$ cat config.mk
export PLATFORM = sky130hd
export DESIGN_NAME = hdlc_bitlink
export DESIGN_NICKNAME = d
export VERILOG_FILES = /design/src/rtl/hdlc_bitlink_pkg.sv /design/src/rtl/hdlc_bitlink_tx.sv /design/src/rtl/hdlc_bitlink_rx.sv /design/src/rtl/hdlc_bitlink.sv
export SDC_FILE = /design/constraint.sdc
export NUM_CORES = 1
export LEC_CHECK = 0
export ABC_AREA = 1
export BUFFER_PORTS_ARGS = -buffer_cell sky130_fd_sc_hd__buf_4
export CAP_MARGIN = 20
export CORE_UTILIZATION = 55
export DETAILED_ROUTE_END_ITERATION = 6
export PLACE_DENSITY_LB_ADDON = 0.12
export SYNTH_ARGS = -nofsm -noshare
export SYNTH_HDL_FRONTEND = slang
export SYNTH_SLANG_ARGS = --single-unit
$ cat constraint.sdc
create_clock -name clk_i -period 1.7 [get_ports clk_i]
set_input_delay 0.085 -clock clk_i [delete_from_list [all_inputs] [get_ports clk_i]]
set_output_delay 0.085 -clock clk_i [all_outputs]
set_load 0.02 [all_outputs]
$ cat src/rtl/hdlc_bitlink_pkg.sv
package hdlc_bitlink_pkg;
  typedef enum logic [1:0] {TX_IDLE, TX_OPEN, TX_DATA, TX_CLOSE} tx_state_e;
  typedef enum logic {RX_HUNT, RX_OPEN} rx_state_e;
endpackage

$ cat src/rtl/hdlc_bitlink_tx.sv
module hdlc_bitlink_tx import hdlc_bitlink_pkg::*; #(
  parameter int RunLen = 5
) (
  input  logic clk_i,
  input  logic rst_ni,
  input  logic bit_en_i,
  input  logic valid_i,
  input  logic data_i,
  output logic ready_o,
  output logic line_o
);
  localparam int FlagLen = RunLen + 3;
  localparam int CntW    = $clog2(FlagLen);
  localparam int OnesW   = $clog2(RunLen + 1);
  localparam logic [CntW-1:0]  LastIdx = CntW'(FlagLen - 1);
  localparam logic [OnesW-1:0] RunMax  = OnesW'(RunLen);

  tx_state_e        state_q;
  logic [CntW-1:0]  cnt_q;
  logic [OnesW-1:0] ones_q;
  logic             stuff_now;

  // flag: zero, ones, zero
  function automatic logic flag_bit(input logic [CntW-1:0] idx);
    return (idx != '0) && (idx != LastIdx);
  endfunction

  assign stuff_now = (ones_q == RunMax);
  assign ready_o   = (state_q == TX_DATA) && !stuff_now;

  always_ff @(posedge clk_i or negedge rst_ni) begin
    if (!rst_ni) begin
      state_q <= TX_IDLE;
      cnt_q   <= '0;
      ones_q  <= '0;
      line_o  <= 1'b1;
    end else if (bit_en_i) begin
      case (state_q)
        TX_IDLE: begin
          if (valid_i) begin
            line_o  <= 1'b0;
            cnt_q   <= CntW'(1);
            state_q <= TX_OPEN;
          end else begin
            line_o <= 1'b1;
          end
        end
        TX_OPEN: begin
          line_o <= flag_bit(cnt_q);
          if (cnt_q == LastIdx) begin
            state_q <= TX_DATA;
            cnt_q   <= '0;
            ones_q  <= '0;
          end else begin
            cnt_q <= cnt_q + 1'b1;
          end
        end
        TX_DATA: begin
          if (stuff_now) begin
            line_o <= 1'b0;
            ones_q <= '0;
          end else if (valid_i) begin
            line_o <= data_i;
            ones_q <= data_i ? ones_q + 1'b1 : '0;
          end else begin
            line_o  <= 1'b0;
            cnt_q   <= CntW'(1);
            state_q <= TX_CLOSE;
          end
        end
        default: begin
          line_o <= flag_bit(cnt_q);
          if (cnt_q == LastIdx) begin
            state_q <= TX_IDLE;
            cnt_q   <= '0;
          end else begin
            cnt_q <= cnt_q + 1'b1;
          end
        end
      endcase
    end
  end

  AST_STUFF_ZERO: assert property (@(posedge clk_i) disable iff (!rst_ni)
    (bit_en_i && state_q == TX_DATA && ones_q == RunMax) |=> !line_o);
  AST_RUN_BOUND: assert property (@(posedge clk_i) disable iff (!rst_ni)
    (state_q == TX_DATA) |-> (ones_q <= RunMax));
  AST_IDLE_MARK: assert property (@(posedge clk_i) disable iff (!rst_ni)
    (bit_en_i && state_q == TX_IDLE && !valid_i) |=> line_o);
  AST_LINE_HOLD: assert property (@(posedge clk_i) disable iff (!rst_ni)
    !bit_en_i |=> $stable(line_o));
endmodule

$ cat src/rtl/hdlc_bitlink_rx.sv
module hdlc_bitlink_rx import hdlc_bitlink_pkg::*; #(
  parameter int RunLen = 5
) (
  input  logic clk_i,
  input  logic rst_ni,
  input  logic bit_en_i,
  input  logic line_i,
  output logic valid_o,
  output logic data_o,
  output logic start_o,
  output logic end_o,
  output logic abort_o
);
  localparam int FlagOnes = RunLen + 1;
  localparam int Hold     = RunLen + 2;
  localparam int OnesW    = $clog2(RunLen + 3);
  localparam int FillW    = $clog2(Hold + 1);
  localparam logic [OnesW-1:0] StuffRun = OnesW'(RunLen);
  localparam logic [OnesW-1:0] FlagRun  = OnesW'(FlagOnes);
  localparam logic [FillW-1:0] FillMax  = FillW'(Hold);

  rx_state_e        state_q;
  logic [OnesW-1:0] ones_q;
  logic [FillW-1:0] fill_q;
  logic [Hold-1:0]  hold_q;
  logic             started_q;
  logic             flag_hit, stuff_hit, abort_hit, saturated, push, emit;

  assign saturated = ones_q > FlagRun;
  assign flag_hit  = !line_i && (ones_q == FlagRun);
  assign stuff_hit = !line_i && (ones_q == StuffRun);
  assign abort_hit =  line_i && (ones_q == FlagRun);
  assign push = (state_q == RX_OPEN) && !flag_hit && !stuff_hit && !abort_hit
                && !(line_i && saturated);
  assign emit = push && (fill_q == FillMax);

  always_ff @(posedge clk_i or negedge rst_ni) begin
    if (!rst_ni) begin
      state_q   <= RX_HUNT;
      ones_q    <= '0;
      fill_q    <= '0;
      hold_q    <= '0;
      started_q <= 1'b0;
      valid_o   <= 1'b0;
      data_o    <= 1'b0;
      start_o   <= 1'b0;
      end_o     <= 1'b0;
      abort_o   <= 1'b0;
    end else begin
      valid_o <= 1'b0;
      start_o <= 1'b0;
      end_o   <= 1'b0;
      abort_o <= 1'b0;
      if (bit_en_i) begin
        if (line_i) begin
          if (!saturated) ones_q <= ones_q + 1'b1;
        end else begin
          ones_q <= '0;
        end
        if (flag_hit) begin
          end_o     <= (state_q == RX_OPEN) && started_q;
          state_q   <= RX_OPEN;
          fill_q    <= '0;
          started_q <= 1'b0;
        end else if (abort_hit) begin
          abort_o   <= (state_q == RX_OPEN) && started_q;
          state_q   <= RX_HUNT;
          fill_q    <= '0;
          started_q <= 1'b0;
        end else if (push) begin
          hold_q <= {hold_q[Hold-2:0], line_i};
          if (emit) begin
            valid_o   <= 1'b1;
            data_o    <= hold_q[Hold-1];
            start_o   <= !started_q;
            started_q <= 1'b1;
          end else begin
            fill_q <= fill_q + 1'b1;
          end
        end
      end
    end
  end

  AST_START_HAS_BIT: assert property (@(posedge clk_i) disable iff (!rst_ni)
    start_o |-> valid_o);
  AST_ONE_EVENT: assert property (@(posedge clk_i) disable iff (!rst_ni)
    $onehot0({valid_o, end_o, abort_o}));
  AST_FILL_BOUND: assert property (@(posedge clk_i) disable iff (!rst_ni)
    fill_q <= FillMax);
  AST_HUNT_QUIET: assert property (@(posedge clk_i) disable iff (!rst_ni)
    (state_q == RX_HUNT) |=> !valid_o);
  AST_EVENTS_ON_EN: assert property (@(posedge clk_i) disable iff (!rst_ni)
    !bit_en_i |=> (!valid_o && !end_o && !abort_o));
endmodule

$ cat src/rtl/hdlc_bitlink.sv
module hdlc_bitlink #(
  parameter int RunLen = 5
) (
  input  logic clk_i,
  input  logic rst_ni,
  input  logic bit_en_i,
  input  logic tx_valid_i,
  input  logic tx_data_i,
  output logic tx_ready_o,
  output logic tx_line_o,
  input  logic rx_line_i,
  output logic rx_valid_o,
  output logic rx_data_o,
  output logic rx_start_o,
  output logic rx_end_o,
  output logic rx_abort_o
);
  hdlc_bitlink_tx #(.RunLen(RunLen)) i_tx (
    .clk_i    (clk_i),
    .rst_ni   (rst_ni),
    .bit_en_i (bit_en_i),
    .valid_i  (tx_valid_i),
    .data_i   (tx_data_i),
    .ready_o  (tx_ready_o),
    .line_o   (tx_line_o)
  );

  hdlc_bitlink_rx #(.RunLen(RunLen)) i_rx (
    .clk_i    (clk_i),
    .rst_ni   (rst_ni),
    .bit_en_i (bit_en_i),
    .line_i   (rx_line_i),
    .valid_o  (rx_valid_o),
    .data_o   (rx_data_o),
    .start_o  (rx_start_o),
    .end_o    (rx_end_o),
    .abort_o  (rx_abort_o)
  );
endmodule

==> impl_metrics.py, run 1 <==
metrics = {
    "run_status": {
        "status": "finished clean",
    },
    "routing": {
        "ant_nets": 0,
        "drt_first_iter_violations": 8,
        "vias_per_cell": 5.04,
        "drc": 0,
        "firstDrtPassIters": 4,
        "wl_per_cell_um": 11.3,
        "vias": 1125,
        "drt-total-wl_um": 2530,
    },
    "timing": {
        "fin_crit_ns": 1.50,
        "max_freq_ghz": 0.667,
        "slew_headroom_pct": 74.4,
        "slew_viol_final": 0,
        "period_share_pct": 88.1,
        "tightest_slew_ns": 0.383,
        "rsz0062_at_grt": "no",
        "hold_viol": 0,
        "fin_skew_ns": 0.00719,
        "fin_tns_setup_ns": 0,
        "finalSetupViolations": 0,
    },
    "synthesis": {
        "synthFlopType": "dfrtp_1",
        "ys_types": 26,
        "synth-edff-count": 0,
        "ys_ff_latch": 29,
        "synthTopCellsByArea": "dfrtp_1 46%, ha_1 11%, nand2_1 11%",
        "synthTopCellsByCount": "43 x nand2_1, 28 x dfrtp_1, 25 x inv_1, 14 x nor2_1, 13 x ha_1",
        "syn-num-nets": 191,
        "synth_top_area_share_pct": 45.8,
        "yosysWarnings": 0,
        "async_flop_share_pct": 100,
        "post_synth.cell_area_avg_um2": 8.90,
        "syn_inst": 172,
        "synth_area_um2": 1530,
        "yosys.area.top_type": "dfrtp_1",
        "yosysSeqAreaShare_pct": 47.5,
        "synth.most_common_cell": "nand2_1",
    },
    "clocking": {
        "cts_tree": "done",
        "cts_resized": 0,
        "cts-buffers-inserted": 5,
        "htreeDepth": 2,
        "cts_buffer_depth": 2,
        "numClockSinks": 29,
        "cts_root_buf": "clkbuf_4",
        "clk_latency_ns": 0.32,
        "cts.clk_slew.worst_paths_ns": 0.08,
    },
    "worst_setup_path": {
        "worstReg2RegStart": "i_rx.ones_q[0]",
        "crit_required_ns": 1.92,
        "start_kind": "flip-flop",
        "startpoint": "i_rx.ones_q[0]",
        "slowest_delay_ns": 0.42,
        "arrival_ns": 1.72,
        "crit_type": "flip-flop to flip-flop",
        "path_max_fanout": 9,
        "crit_chain": "inv_1 -> ha_1 -> nand2_2 -> inv_2 -> nor2_4 -> nand3_4 -> buf_12 -> nand2_1 -> o21ai_2",
        "r2r_slack_ns": 0.20,
        "slowest_stage": "dfrtp_1",
        "setup.worst_path.end_class": "flip-flop",
    },
    "finish": {
        "stdcell_count": 223,
        "n_antenna_cell": 0,
        "nets": 212,
        "area_growth_syn_to_layout_pct": 13.1,
        "drive_gt1_share_pct": 19.7,
        "final_area_um2": 1730,
    },
    "placed_design": {
        "port_buffers": 12,
        "placed_area_um2": 1640,
        "place.gp.congestion": 0.789,
        "dpl.hpwl_um": 1870,
        "dp_cells": 213,
    },
    "run": {
        "drv_cap": 0,
    },
    "pwr": {
        "ir_worst_vdd_v": 0.000995,
        "powerDensity_nw_per_um2": 1310,
        "p_sw_uw": 832,
        "clkPwrFrac_pct": 18.5,
        "sw_frac_of_total_pct": 36.7,
        "pwr-share-comb_pct": 35.4,
        "internal_power_mw": 1.44,
        "power.total_mw": 2.27,
        "p_seq_share_pct": 46.0,
        "leakage_nw": 0.922,
    },
    "floorplanning": {
        "boundaryPins": 13,
        "start_util_pct": 60.2,
        "die_h_um": 54.8,
        "fp.dieW_um": 54.8,
        "dieArea_um2": 3000,
        "core_um2": 2540,
        "rows": 18,
    },
    "global_route": {
        "track_usage_pct": 20.0,
        "overflow": 0,
        "grt_pass1_wl_um": 4100,
        "antenna_found_initial": 0,
        "first_global_vias": 1048,
        "grt_max_degree": 30,
    },
    "min_path": {
        "min_from": "rx_line_i",
        "min_path_type": "primary input to flip-flop",
    },
}
==> what timing repair did <==
item / 4_1_cts / 5_1_grt
hold endpoints to repair: 29 / 0
buffers inserted: 0 / 2
hold buffers: 1 / 0
setup endpoints to repair: 0 / 1
==> state kept, by name (all words and copies together) (netlist names) <==
register,cells
i_rx.fill_q,3
i_tx.ones_q,3
i_rx.data_o,1
i_rx.start_o,1
i_rx.valid_o,1
i_rx.abort_o,1
i_rx.end_o,1
i_rx.hold_q,7
i_rx.state_q,1
i_rx.ones_q,3
i_tx.cnt_q,3
i_tx.state_q,2
i_rx.started_q,1
i_tx.line_o,1
==> layout by cell type, fill, tap and decap left out, types with 2 or more instances in the layout <==
cell       n
a21oi_1    2
nand2_1   43
inv_1     25
buf_4     13
nand3_1    8
o21ai_0    8
a21oi_2    3
xnor2_1    2
o21ai_2    5
nor2_1    14
nand4_1    3
nor2_4     2
inv_2      2
ha_1      13
dfrtp_1   28
clkbuf_4   5
nand2_2    3
==> critical path, delay by kind of cell (launching register included) <==
kind | cells | cell delay [ns]
flops | 1 | 0.42
simple gates | 4 | 0.41
compound gates | 1 | 0.05
buf+inv | 3 | 0.30
fa+ha+maj | 1 | 0.22
==> cells by family after synthesis <==
family	count (synthesis)	synth area share [%]
adder cells (fa/ha/maj)	13	10.6
AND/OR/NAND/NOR	77	22.8
flip-flops	29	47.5
buffers and inverters	28	7.93
XOR/XNOR	2	1.14
AO/OA/AOI/OAI	23	10.0
==> area by class of cell <==
type | instances | area [um^2]
clock buffer | 7 | 55.1
timing repair buffer | 15 | 128
inverter | 27 | 101
tap | 30 | 37.5
fill | 211 | 813
sequential | 29 | 727
multi-input combinational | 115 | 683
==> layer usage <==
| layer | track usage, % | up-vias | routed length [um] |
|---|---|---|---|
| met5 | 0 | - | 0 |
| met4 | 7.69 | 0 | 40 |
| met3 | 7.50 | 5 | 89 |
| met2 | 35.9 | 13 | 1250 |
| met1 | 20.7 | 520 | 1150 |
| li1 | - | 587 | - |
==> metrics by stage <==
step           hold slack, ns  setup WS [ns]  utilization (%)
2_1_floorplan          -0.211          0.325                -
3_3_place_gp           0.0226          0.261             64.4
3_5_place_dp           0.0263          0.178             64.4
4_1_cts                0.0391          0.156             67.0
5_1_grt                0.0568         0.0804             68.0
6_report               0.0561          0.202             68.0
==> worst paths after layout <==
kind,endpoint,cells after the start
worst max-delay path,i_rx.hold_q[5],9
worst min-delay path,i_rx.ones_q[1],3
worst max register to register,i_rx.hold_q[5],9
worst min register to register,i_rx.data_o,2
max in group asynchronous,i_tx.line_o,2
min in group asynchronous,i_rx.data_o,2
==> power by group through the flow <==
stage | combinational [mW] | sequential (mW) | clock [mW]
after floorplan | 0.617 | 1.04 | 0
after global placement | 0.744 | 1.04 | 0
after detailed placement | 0.788 | 1.06 | 0
after CTS | 0.795 | 1.05 | 0.435
after global routing | 0.943 | 1.07 | 0.460
final | 0.805 | 1.04 | 0.420
Power figures use the tool's default switching activity.
==> inputs of run 2 (changes only) <==
--- a/config.mk
+++ b/config.mk
@@ -6,7 +6,7 @@
 export NUM_CORES = 1
 export LEC_CHECK = 0
 export ABC_AREA = 1
-export BUFFER_PORTS_ARGS = -buffer_cell sky130_fd_sc_hd__buf_4
+export BUFFER_PORTS_ARGS = -buffer_cell sky130_fd_sc_hd__buf_2
 export CAP_MARGIN = 20
 export CORE_UTILIZATION = 55
 export DETAILED_ROUTE_END_ITERATION = 6
==> impl_metrics.py, run 2 (synthesized netlist as in run 1, its figures left out) <==
metrics = {
    "worst_setup_path": {
        "crit_required_ns": 1.94,
        "start_kind": "flip-flop",
        "crit_buf_inv": 1,
        "slowest_stage": "dfrtp_1",
        "slowest_delay_ns": 0.39,
        "path_max_fanout": 5,
        "setup.worst_path.end_class": "flip-flop",
        "crit_type": "flip-flop to flip-flop",
        "crit_family": "compound AO/OA/AOI/OAI gates",
        "arrival_ns": 1.77,
        "crit_top_cell": "ha_1",
        "crit_chain": "ha_1 -> ha_1 -> inv_1 -> a21oi_2 -> nand3_1 -> o21ai_0",
    },
    "pwr": {
        "power.total_mw": 2.21,
        "leakage_nw": 0.898,
        "ir_worst_vdd_v": 0.000988,
        "powerDensity_nw_per_um2": 1330,
    },
    "clocking": {
        "cts_root_buf": "clkbuf_4",
        "clk_latency_ns": 0.32,
        "cts_resized": 0,
        "cts_buffer_depth": 2,
        "numClockSinks": 29,
        "cts_tree": "done",
        "cts-buffers-inserted": 5,
        "htreeDepth": 2,
        "cts.clk_slew.worst_paths_ns": 0.08,
    },
    "timing": {
        "max_freq_ghz": 0.652,
        "whs_ns": 0.0549,
        "finalSetupViolations": 0,
        "rsz0062_at_grt": "no",
        "period_share_pct": 90.2,
        "slew_headroom_pct": 56.4,
        "fin_tns_setup_ns": 0,
        "worst_slack_ns": 0.167,
        "fin_skew_ns": 0.00461,
        "tightest_slew_ns": 0.653,
        "slew_viol_final": 0,
        "hold_viol": 0,
        "fin_crit_ns": 1.53,
    },
    "min_path": {
        "min_path_type": "primary input to flip-flop",
    },
    "finish": {
        "seqCellArea_um2": 727,
        "area_growth_syn_to_layout_pct": 8.91,
        "layout_common_cells": "43 x nand2_1, 28 x dfrtp_1, 25 x inv_1",
        "final_common_cell": "nand2_1",
        "largest_reg_flops": 7,
        "n_antenna_cell": 0,
        "final_area_um2": 1670,
        "drive_gt1_share_pct": 18.2,
        "multi_input_area_um2": 683,
        "fillers": 206,
        "nets": 210,
        "regMostFlops": "i_rx.hold_q",
    },
    "global_route": {
        "grt_max_degree": 30,
        "overflow": 0,
        "first_global_vias": 1067,
        "antenna_found_initial": 0,
        "grt_pass1_wl_um": 4220,
        "track_usage_pct": 20.6,
    },
    "placed_design": {
        "pre_cts_ws_ns": 0.180,
        "placed_area_um2": 1610,
        "place.gp.congestion": 0.766,
        "port_buffers": 12,
        "dpl.hpwl_um": 1920,
    },
    "routing": {
        "drt-total-wl_um": 2590,
        "firstDrtPassIters": 4,
        "vias": 1134,
        "ant_nets": 0,
        "drt_first_iter_violations": 13,
        "vias_per_cell": 5.11,
        "drc": 0,
        "wl_per_cell_um": 11.7,
    },
    "floorplanning": {
        "fp.dieW_um": 54.8,
        "dieArea_um2": 3000,
        "start_util_pct": 60.2,
        "rows": 18,
        "die_h_um": 54.8,
        "core_um2": 2540,
        "boundaryPins": 13,
    },
    "run_status": {
        "status": "finished clean",
    },
    "run": {
        "drv_cap": 0,
    },
}
run 2: power breakdown:
part           total, mW  leakage, nW  internal, mW  switching (mW)
clock              0.385       0.0265         0.164           0.221
sequential          1.04        0.373         0.903           0.141
combinational      0.783        0.498         0.313           0.471
total               2.21        0.898          1.38           0.833
run 2: layout make-up:
| class | count | area share (%) |
|---|---|---|
| multi-input cells | 115 | 41.0 |
| well taps | 30 | 2.25 |
| repair buffers | 13 | 4.20 |
| flip-flops and latches | 29 | 43.6 |
| inverters | 27 | 6.08 |
| clock buffers | 8 | 2.93 |
run 2: through the flow:
stage / instances / utilization, %
global route: 222 / 65.5
detailed placement: 213 / 63.2
CTS: 222 / 65.5
floorplan: 172 / -
finish: 222 / 65.5
global placement: 213 / 63.2
run 2: final timing paths:
kind,from,end,slack [ns],cells past startpoint
hold / removal,rx_line_i,i_rx.ones_q[1],0.05,3
min in group asynchronous,rst_ni,i_rx.hold_q[3],0.32,2
setup reg to reg,i_tx.cnt_q[0],i_tx.ones_q[1],0.17,6
max in group asynchronous,rst_ni,i_rx.state_q,0.96,2
setup / recovery,i_tx.cnt_q[0],i_tx.ones_q[1],0.17,6
hold reg to reg,i_rx.started_q,i_rx.start_o,0.47,1
run 2: repair_timing:
item / in CTS / in global routing
hold buffers: 1 / 0
buffers inserted: 0 / 0
endpoints found under the hold margin: 28 / 0
run 2: tightest hold or removal path, stage by stage:
cell     delay (ns)
buf_2          0.11
nand2_1        0.08
o22ai_1        0.06
run 2: routing by layer:
metal  GRT usage (%)  part of all wire, %  vias up
li1                -                    -      583
met1            21.9                   46      528
met2            36.1                   49       21
met3            8.61                  3.7        2
met4            6.84                  1.2        0
met5               0                    0        -
==> inputs of run 3 (changes only) <==
--- a/config.mk
+++ b/config.mk
@@ -8,7 +8,8 @@
 export ABC_AREA = 1
 export BUFFER_PORTS_ARGS = -buffer_cell sky130_fd_sc_hd__buf_2
 export CAP_MARGIN = 20
-export CORE_UTILIZATION = 55
+export CORE_ASPECT_RATIO = 0.8
+export CORE_UTILIZATION = 35
 export DETAILED_ROUTE_END_ITERATION = 6
 export PLACE_DENSITY_LB_ADDON = 0.12
 export SYNTH_ARGS = -nofsm -noshare
==> impl_metrics.py, run 3 (synthesized netlist as in run 1, its figures left out) <==
metrics = {
    "run_status": {
        "status": "finished clean",
    },
    "clocking": {
        "htreeDepth": 2,
        "cts.clk_slew.worst_paths_ns": 0.06,
        "numClockSinks": 29,
        "cts_buffer_depth": 2,
        "cts-buffers-inserted": 5,
        "cts_tree": "done",
        "clk_latency_ns": 0.28,
        "cts_root_buf": "clkbuf_8",
        "cts_setup_buffers": 0,
    },
    "global_route": {
        "antenna_found_initial": 0,
        "grt_pass1_wl_um": 4770,
        "first_global_vias": 1065,
        "overflow": 0,
        "track_usage_pct": 13.6,
        "grt_max_degree": 30,
    },
    "floorplanning": {
        "die_h_um": 61.2,
        "core_um2": 4180,
        "boundaryPins": 13,
        "start_util_pct": 36.7,
        "fp.dieW_um": 76.0,
        "dieArea_um2": 4650,
        "rows": 21,
    },
    "finish": {
        "largest_reg_flops": 7,
        "fillers": 419,
        "nets": 210,
        "final_common_cell": "nand2_1",
        "layout_common_cells": "43 x nand2_1, 28 x dfrtp_1, 25 x inv_1",
        "regMostFlops": "i_rx.hold_q",
        "area_growth_syn_to_layout_pct": 14.1,
        "drive_gt1_share_pct": 18.8,
        "n_antenna_cell": 0,
    },
    "timing": {
        "tightest_slew_ns": 0.656,
        "slew_viol_final": 0,
        "fin_tns_setup_ns": 0,
        "fin_skew_ns": 0.00177,
        "period_share_pct": 89.7,
        "rsz0062_at_grt": "no",
        "max_freq_ghz": 0.656,
        "hold_viol": 0,
        "fin_crit_ns": 1.52,
        "slew_headroom_pct": 56.3,
        "finalSetupViolations": 0,
    },
    "pwr": {
        "leakage_nw": 0.917,
        "power.total_mw": 2.40,
        "ir_worst_vdd_v": 0.000661,
        "powerDensity_nw_per_um2": 1380,
    },
    "placed_design": {
        "dpl.hpwl_um": 1970,
        "port_buffers": 12,
        "place.gp.congestion": 0.801,
    },
    "routing": {
        "firstDrtPassIters": 4,
        "vias": 1116,
        "ant_nets": 0,
        "drc": 0,
        "drt-total-wl_um": 2650,
        "wl_per_cell_um": 10.7,
        "vias_per_cell": 4.50,
        "drt_first_iter_violations": 55,
    },
    "worst_setup_path": {
        "slowest_stage": "dfrtp_1",
        "path_max_fanout": 15,
        "crit_buf_inv": 2,
        "crit_required_ns": 1.87,
        "crit_chain": "inv_1 -> ha_1 -> nand2_2 -> inv_2 -> nor2_4 -> nand3_4 -> nor2_1 -> a21oi_2",
        "crit_family": "simple AND/OR/NAND/NOR gates",
        "crit_type": "flip-flop to flip-flop",
        "arrival_ns": 1.69,
        "start_kind": "flip-flop",
        "slowest_delay_ns": 0.41,
        "setup.worst_path.end_class": "flip-flop",
    },
    "run": {
        "drv_cap": 0,
    },
    "min_path": {
        "min_path_type": "primary input to flip-flop",
    },
}
## run 3: stage by stage
stage / setup slack (ns) / util [%] / cells / cell area, um^2 / hold slack (ns)
finish: 0.175 / 41.8 / 248 / 1750 / 0.0875
global route: 0.00296 / 41.8 / 248 / 1750 / 0.108
CTS: 0.158 / 41.6 / 248 / 1740 / 0.0793
detailed placement: 0.174 / 39.3 / 240 / 1640 / 0.160
global placement: 0.244 / 39.3 / 240 / 1640 / 0.160
floorplan: 0.325 / - / 172 / 1530 / -0.211
## run 3: final timing paths
kind,startpoint,endpoint,slack [ns],cells after the start
max,i_rx.ones_q[0],i_rx.hold_q[4],0.18,8
min,rx_line_i,i_rx.ones_q[1],0.09,3
max reg2reg,i_rx.ones_q[0],i_rx.hold_q[4],0.18,8
min reg2reg,i_rx.started_q,i_rx.start_o,0.47,1
max in group asynchronous,rst_ni,i_rx.hold_q[5],0.91,2
min in group asynchronous,rst_ni,i_tx.ones_q[2],0.36,2
## run 3: final cells by class
cell class	count	area, um^2	area share (%)
well taps	57	71.3	4.08
inverters	27	101	5.80
flip-flops and latches	29	727	41.6
multi-input cells	115	691	39.5
repair buffers	13	70.1	4.01
clock buffers	7	86.3	4.94
## run 3: where the power goes
group | internal, mW | switching [mW]
sequential | 0.906 | 0.140
combinational | 0.314 | 0.463
clock | 0.321 | 0.260
total | 1.54 | 0.863
## run 3: worst reg2reg max path: stages, from the launching register on
cell and delay [ns]:
dfrtp_1 0.41, inv_1 0.06, ha_1 0.22, nand2_2 0.09, inv_2 0.06, nor2_4 0.12
nand3_4 0.21, nor2_1 0.20, a21oi_2 0.04
## run 3: routing by layer
layer	share of wire, %	vias to the layer above	track usage (%)
met5	0	-	0
met4	2.7	0	8.24
met3	3.5	7	4.15
met2	42	11	20.8
met1	52	519	17.4
li1	-	579	-
## run 3: what timing repair did
| action | 4_1_cts | 5_1_grt |
|---|---|---|
| hold endpoints to repair | 28 | 0 |
| hold buffers | 1 | 0 |
| endpoints found under the setup margin | 0 | 1 |
| resized for setup | 0 | 1 |
